### src/rtl/baud_pkg.sv
package baud_pkg;
    localparam int ADDR_W  = 8;
    localparam int DATA_W  = 32;
    localparam int CD_W    = 16;
    localparam int BD_W    = 8;
    localparam int PRE_DIV = 8;

    localparam logic [ADDR_W-1:0] OFS_MODE = 8'h04;
    localparam logic [ADDR_W-1:0] OFS_CD   = 8'h18;
    localparam logic [ADDR_W-1:0] OFS_BDIV = 8'h34;
    localparam logic [BD_W-1:0]   BDIV_MIN = 8'd4;

    typedef enum logic [1:0] {
        SEL_NONE,
        SEL_MODE,
        SEL_CD,
        SEL_BDIV
    } reg_sel_e;

    typedef struct packed {
        logic            presel;
        logic [CD_W-1:0] cd;
        logic [BD_W-1:0] bdiv;
    } baud_cfg_t;

    function automatic reg_sel_e decode_addr(input logic [ADDR_W-1:0] a);
        case (a)
            OFS_MODE: return SEL_MODE;
            OFS_CD:   return SEL_CD;
            OFS_BDIV: return SEL_BDIV;
            default:  return SEL_NONE;
        endcase
    endfunction

    function automatic logic [BD_W-1:0] clamp_bdiv(input logic [BD_W-1:0] v);
        return (v < BDIV_MIN) ? BDIV_MIN : v;
    endfunction
endpackage

### src/rtl/baud_regs.sv
module baud_regs
    import baud_pkg::*;
(
    input  logic              clk,
    input  logic              rst,
    input  logic              wr_en,
    input  logic [ADDR_W-1:0] wr_addr,
    input  logic [DATA_W-1:0] wr_data,
    output baud_cfg_t         cfg,
    output logic              restart
);
    reg_sel_e  sel;
    baud_cfg_t cfg_q;

    assign sel     = decode_addr(wr_addr);
    assign restart = wr_en && (sel != SEL_NONE);
    assign cfg     = cfg_q;

    always_ff @(posedge clk) begin
        if (rst) begin
            cfg_q.presel <= 1'b0;
            cfg_q.cd     <= '0;
            cfg_q.bdiv   <= BDIV_MIN;
        end else if (wr_en) begin
            case (sel)
                SEL_MODE: cfg_q.presel <= wr_data[0];
                SEL_CD:   cfg_q.cd     <= wr_data[CD_W-1:0];
                SEL_BDIV: cfg_q.bdiv   <= clamp_bdiv(wr_data[BD_W-1:0]);
                default:  ;
            endcase
        end
    end

    assert_bdiv_floor_R6: assert property (@(posedge clk) disable iff (rst)
        cfg_q.bdiv >= BDIV_MIN);
endmodule

### src/rtl/baud_prescaler.sv
module baud_prescaler #(
    parameter int DIV = 8
) (
    input  logic clk,
    input  logic rst,
    input  logic restart,
    input  logic sel,
    output logic en_out
);
    localparam int W = (DIV > 1) ? $clog2(DIV) : 1;
    localparam logic [W-1:0] LAST = W'(DIV - 1);

    logic [W-1:0] pcnt;

    assign en_out = sel ? (pcnt == LAST) : 1'b1;

    always_ff @(posedge clk) begin
        if (rst || restart) begin
            pcnt <= '0;
        end else if (sel) begin
            pcnt <= (pcnt == LAST) ? '0 : pcnt + W'(1);
        end
    end

    assert_prescale_gap_R7: assert property (@(posedge clk) disable iff (rst)
        (sel && en_out) |=> (!en_out || !sel));
endmodule

### src/rtl/baud_sample_div.sv
module baud_sample_div #(
    parameter int W = 16
) (
    input  logic         clk,
    input  logic         rst,
    input  logic         restart,
    input  logic         en,
    input  logic [W-1:0] cd,
    output logic         tick
);
    logic [W-1:0] cnt;
    logic         active;

    assign active = (cd != '0);
    assign tick   = active && en && (cnt == cd - W'(1));

    always_ff @(posedge clk) begin
        if (rst || restart) begin
            cnt <= '0;
        end else if (en && active) begin
            cnt <= tick ? '0 : cnt + W'(1);
        end
    end

    assert_unit_cd_R4: assert property (@(posedge clk) disable iff (rst)
        (cd == W'(1) && en) |-> tick);
endmodule

### src/rtl/baud_bit_div.sv
module baud_bit_div #(
    parameter int W = 8
) (
    input  logic         clk,
    input  logic         rst,
    input  logic         restart,
    input  logic         sample_tick,
    input  logic [W-1:0] bdiv,
    output logic         bit_tick
);
    logic [W-1:0] bcnt;

    assign bit_tick = sample_tick && (bcnt == bdiv);

    always_ff @(posedge clk) begin
        if (rst || restart) begin
            bcnt <= '0;
        end else if (sample_tick) begin
            bcnt <= (bcnt == bdiv) ? '0 : bcnt + W'(1);
        end
    end

    assert_bit_on_sample_R5: assert property (@(posedge clk) disable iff (rst)
        bit_tick |-> sample_tick);
    assert_count_bound_R5: assert property (@(posedge clk) disable iff (rst)
        bcnt <= bdiv);
endmodule

### src/rtl/uart_baud_gen.sv
module uart_baud_gen
    import baud_pkg::*;
(
    input  logic              clk,
    input  logic              rst,
    input  logic              wr_en,
    input  logic [ADDR_W-1:0] wr_addr,
    input  logic [DATA_W-1:0] wr_data,
    output logic              sample_tick,
    output logic              bit_tick
);
    baud_cfg_t cfg;
    logic      restart;
    logic      pre_en;

    baud_regs u_regs (
        .clk     (clk),
        .rst     (rst),
        .wr_en   (wr_en),
        .wr_addr (wr_addr),
        .wr_data (wr_data),
        .cfg     (cfg),
        .restart (restart)
    );

    baud_prescaler #(.DIV(PRE_DIV)) u_pre (
        .clk     (clk),
        .rst     (rst),
        .restart (restart),
        .sel     (cfg.presel),
        .en_out  (pre_en)
    );

    baud_sample_div #(.W(CD_W)) u_sdiv (
        .clk     (clk),
        .rst     (rst),
        .restart (restart),
        .en      (pre_en),
        .cd      (cfg.cd),
        .tick    (sample_tick)
    );

    baud_bit_div #(.W(BD_W)) u_bdiv (
        .clk         (clk),
        .rst         (rst),
        .restart     (restart),
        .sample_tick (sample_tick),
        .bdiv        (cfg.bdiv),
        .bit_tick    (bit_tick)
    );

    assert_cd_zero_silent_R3: assert property (@(posedge clk) disable iff (rst)
        (cfg.cd == '0) |-> (!sample_tick && !bit_tick));
    assert_restart_no_bit_R8: assert property (@(posedge clk) disable iff (rst)
        restart |=> !bit_tick);
endmodule

### config.mk
export PLATFORM = sky130hd
export DESIGN_NAME = uart_baud_gen
export DESIGN_NICKNAME = d
export VERILOG_FILES = /design/src/rtl/baud_pkg.sv /design/src/rtl/baud_regs.sv /design/src/rtl/baud_prescaler.sv /design/src/rtl/baud_sample_div.sv /design/src/rtl/baud_bit_div.sv /design/src/rtl/uart_baud_gen.sv
export SDC_FILE = /design/constraint.sdc
export NUM_CORES = 1
export LEC_CHECK = 0
export ABC_CLOCK_PERIOD_IN_PS = 2900
export BUFFER_PORTS_ARGS = -buffer_cell sky130_fd_sc_hd__buf_4
export CAP_MARGIN = 20
export CORE_UTILIZATION = 43
export DETAILED_ROUTE_END_ITERATION = 8
export GPL_TIMING_DRIVEN = 0
export PLACE_DENSITY_LB_ADDON = 0.1
export SLEW_MARGIN = 10
export SYNTH_ARGS = -nofsm -noshare
export SYNTH_HDL_FRONTEND = slang
export SYNTH_SLANG_ARGS = --single-unit
### constraint.sdc
create_clock -name clk -period 2.9 [get_ports clk]
set_clock_uncertainty 0.15 [all_clocks]
set_input_delay 0.145 -clock clk [delete_from_list [all_inputs] [get_ports clk]]
set_output_delay 0.145 -clock clk [all_outputs]
set_load 0.02 [all_outputs]
==> flow_metrics.env <==
export IMPL_worstPathRequired_ps=2610
export IMPL_path_cells="inv_1, ha_2, nor4b_4, a211o_1, a31oi_1, a211oi_2, nand4_4, nor2_1, buf_4"
export IMPL_netlist_instances=358
export IMPL_yosysSeqAreaShare=0.345
export IMPL_maxCapViolations=0
export IMPL_die_y_um=85.8
export IMPL_grt_pass1_wl_mm=12.0
export IMPL_synth_distinct_cells=54
export IMPL_powerDensity_nw_per_um2=375
export IMPL_drc=0
export IMPL_end_kind="primary output"
export IMPL_yosysWarnings=0
export IMPL_timing_hold_worst_path_depth=2
export IMPL_yosys_cell_count_top_type="nor2_1"
export IMPL_crit_slowest_cell="dfxtp_4"
export IMPL_start_util=0.445
export IMPL_ys_top_cells_by_count="nor2_1 (61), dfxtp_1 (52), nand2_1 (28), xor2_1 (27), mux2i_1 (26)"
export IMPL_synth_area_per_cell_um2=8.44
export IMPL_cts_root_buf="clkbuf_8"
export IMPL_tightestPinTransition_ps=689
export IMPL_ys_ff_latch=52
export IMPL_layout_nets=461
export IMPL_grt_max_degree=18
export IMPL_coreArea_um2=6790
export IMPL_postRouteAntennaNets=0
export IMPL_p_leak_nw=1.52
export IMPL_final_max_slew_viol_count=0
export IMPL_synth_edf_count=0
export IMPL_antenna_found_initial=0
export IMPL_cp_arrival_ps=2430
export IMPL_async_reset_ff_frac=0
export IMPL_hp_class="in -> reg"
export IMPL_cts_tree="yes"
export IMPL_worst_skew_pair_late_latency_ps=320
export IMPL_post_route_period_util=0.941
export IMPL_synth_top_area_frac=0.345
export IMPL_nFillCells=648
export IMPL_cts_num_sinks=52
export IMPL_synth_fp_nets=406
export IMPL_yosys_top_cells_area="dfxtp_1 (34%), mux2i_1 (8.6%), xor2_1 (7.8%)"
export IMPL_slowest_delay_ps=380
export IMPL_ios=45
export IMPL_critPathTopFamily="simple AND/OR/NAND/NOR gates"
export IMPL_fmax_ghz=0.366
export IMPL_path_max_fanout=9
export IMPL_rsz0062_at_grt="no"
export IMPL_via_count=2662
export IMPL_drtIter0Drc=109
export IMPL_critical_path_cell_count=9
export IMPL_cts_buffers=5
export IMPL_path_class="reg -> out"
export IMPL_synth_area_um2=3020
export IMPL_gr_usage_all_layers=0.208
export IMPL_clockBufferDepth=2
export IMPL_reg2reg_depth=10
export IMPL_start_kind="flop"
export IMPL_floorplan_die_area_um2=7360
export IMPL_setup_viol=0
export IMPL_power_total_mw=1.40
export IMPL_cts_htree_levels=2
export IMPL_crit_buf_inv=2
export IMPL_firstDrtPassIters=4
export IMPL_wl_per_cell_um=14.0
export IMPL_regArea_um2=1050
export IMPL_area_growth_pct=23.5
export IMPL_die_w_um=85.8
export IMPL_yosysTopAreaCell="dfxtp_1"
export IMPL_insertedDiodeCount=0
export IMPL_port_buffers=27
export IMPL_pre_cts_ws_ps=-151
export IMPL_hold_violations=0
export IMPL_gr_total_overflow=0
export IMPL_ir_drop_uv=216
export IMPL_fp_row_count=30
export IMPL_min_period_ps=2730
export IMPL_drive_gt1_frac=0.164
export IMPL_wl_mm=7.16
export IMPL_multiInputGateArea_um2=1920
export IMPL_yosys_most_used_dff="dfxtp_1"
export IMPL_vias_per_cell=5.22
export IMPL_status="finished, final reports clean"
export IMPL_grt_pass1_vias=2451
export IMPL_layout_setup_ws_ps=171
export IMPL_dp_hpwl_mm=5.27
export IMPL_finalWeightedCongestion=0.808
export IMPL_relSlewSlack=0.541
export IMPL_clkTransAtPathRegs_ps=100
state kept, by name, indices dropped and copies added (netlist names):
register,count
u_regs.cfg,25
u_sdiv.cnt,16
u_bdiv.bcnt,8
u_pre.pcnt,3
cells by family (layout without fill, tap and decap cells):
kind of cell | count (synthesis) | count (layout) | share of synthesized area
buffers and inverters | 27 | 82 | 0.0369
XOR/XNOR | 38 | 38 | 0.115
adder cells (fa/ha/maj) | 5 | 5 | 0.0207
flip-flops | 52 | 52 | 0.345
multiplexers | 27 | 27 | 0.0911
AO/OA/AOI/OAI | 41 | 41 | 0.0978
AND/OR/NAND/NOR | 168 | 169 | 0.294
power by group:
group | total (mW) | switching (mW) | internal (mW)
combinational | 0.0799 | 0.0342 | 0.0456
clock | 0.604 | 0.256 | 0.347
sequential | 0.714 | 0.00116 | 0.713
total | 1.40 | 0.292 | 1.11
worst paths after layout:
| kind | from | end | slack, ps |
|---|---|---|---|
| max reg2reg | u_regs.cfg[8] | u_bdiv.bcnt[0] | 200 |
| min | rst | u_regs.cfg[16] | 2 |
| min reg2reg | u_pre.pcnt[1] | u_pre.pcnt[1] | 360 |
| max | u_regs.cfg[8] | bit_tick | 170 |
worst reg2reg max path, cell delays in order, from the launching register on:
cell      delay (ps)
dfxtp_4          380
inv_1             60
ha_2             270
nor4b_4          300
a211o_1          170
a31oi_1           90
a211oi_2         340
nand4_4          210
buf_4            190
or3b_1           340
a21oi_1          130
layout by cell type, fill, tap and decap left out, types with 2 or more instances in the layout:
| cell | count |
|---|---|
| ha_1 | 4 |
| and3_1 | 5 |
| nor4_1 | 5 |
| nand4b_1 | 2 |
| o21ai_0 | 4 |
| nand3_1 | 12 |
| buf_4 | 31 |
| nand2_1 | 28 |
| or3_1 | 2 |
| a31oi_1 | 2 |
| a31o_2 | 6 |
| nor3_1 | 8 |
| xor2_1 | 27 |
| xnor2_1 | 10 |
| or2_2 | 3 |
| nor2_1 | 61 |
| inv_1 | 13 |
| mux2i_1 | 26 |
| dlygate4sd3_1 | 17 |
| nor4_4 | 3 |
| a21oi_1 | 14 |
| nand4_1 | 15 |
| bufinv_16 | 2 |
| clkbuf_8 | 5 |
| and2_1 | 2 |
| dfxtp_1 | 50 |
| nand2b_1 | 10 |
| clkbuf_1 | 10 |
| a211oi_1 | 2 |
| and4_1 | 2 |
timing repair:
action                     4_1_cts  5_1_grt
pin swaps                        2        3
cloned                           0        1
hold endpoints to repair        24        0
buffers inserted                 2        2
hold buffers                    17        0
resized for setup                4        6
setup endpoints to repair       19       18
final cells by class:
class,count,share of cell area
multi-input combinational,280,0.514
clock inverter,3,0.0185
sequential,52,0.280
inverter,13,0.0131
clock buffer,5,0.0185
timing repair buffer,48,0.108
buffer,13,0.0158
tap,96,0.0322
routing by layer:
| metal | vias up | share of wire | GRT usage |
|---|---|---|---|
| met1 | 1237 | 0.50 | 0.288 |
| li1 | 1365 | - | - |
| met5 | - | 0 | 0 |
| met4 | 0 | 0.011 | 0.0545 |
| met2 | 52 | 0.46 | 0.336 |
| met3 | 8 | 0.035 | 0.0337 |
metrics by stage:
step / area, µm² / hold slack (ps) / util / instances / TNS (ps)
after CTS: 3680 / 2.26 / 0.542 / 508 / 0
final: 3730 / 1.84 / 0.549 / 510 / 0
after floorplan: 3020 / 139 / - / 358 / 0
after global placement: 3340 / 228 / 0.492 / 481 / -1040
after detailed placement: 3340 / 237 / 0.492 / 481 / -1560
after global routing: 3730 / 23.1 / 0.549 / 510 / 0
Power figures use the tool's default switching activity.
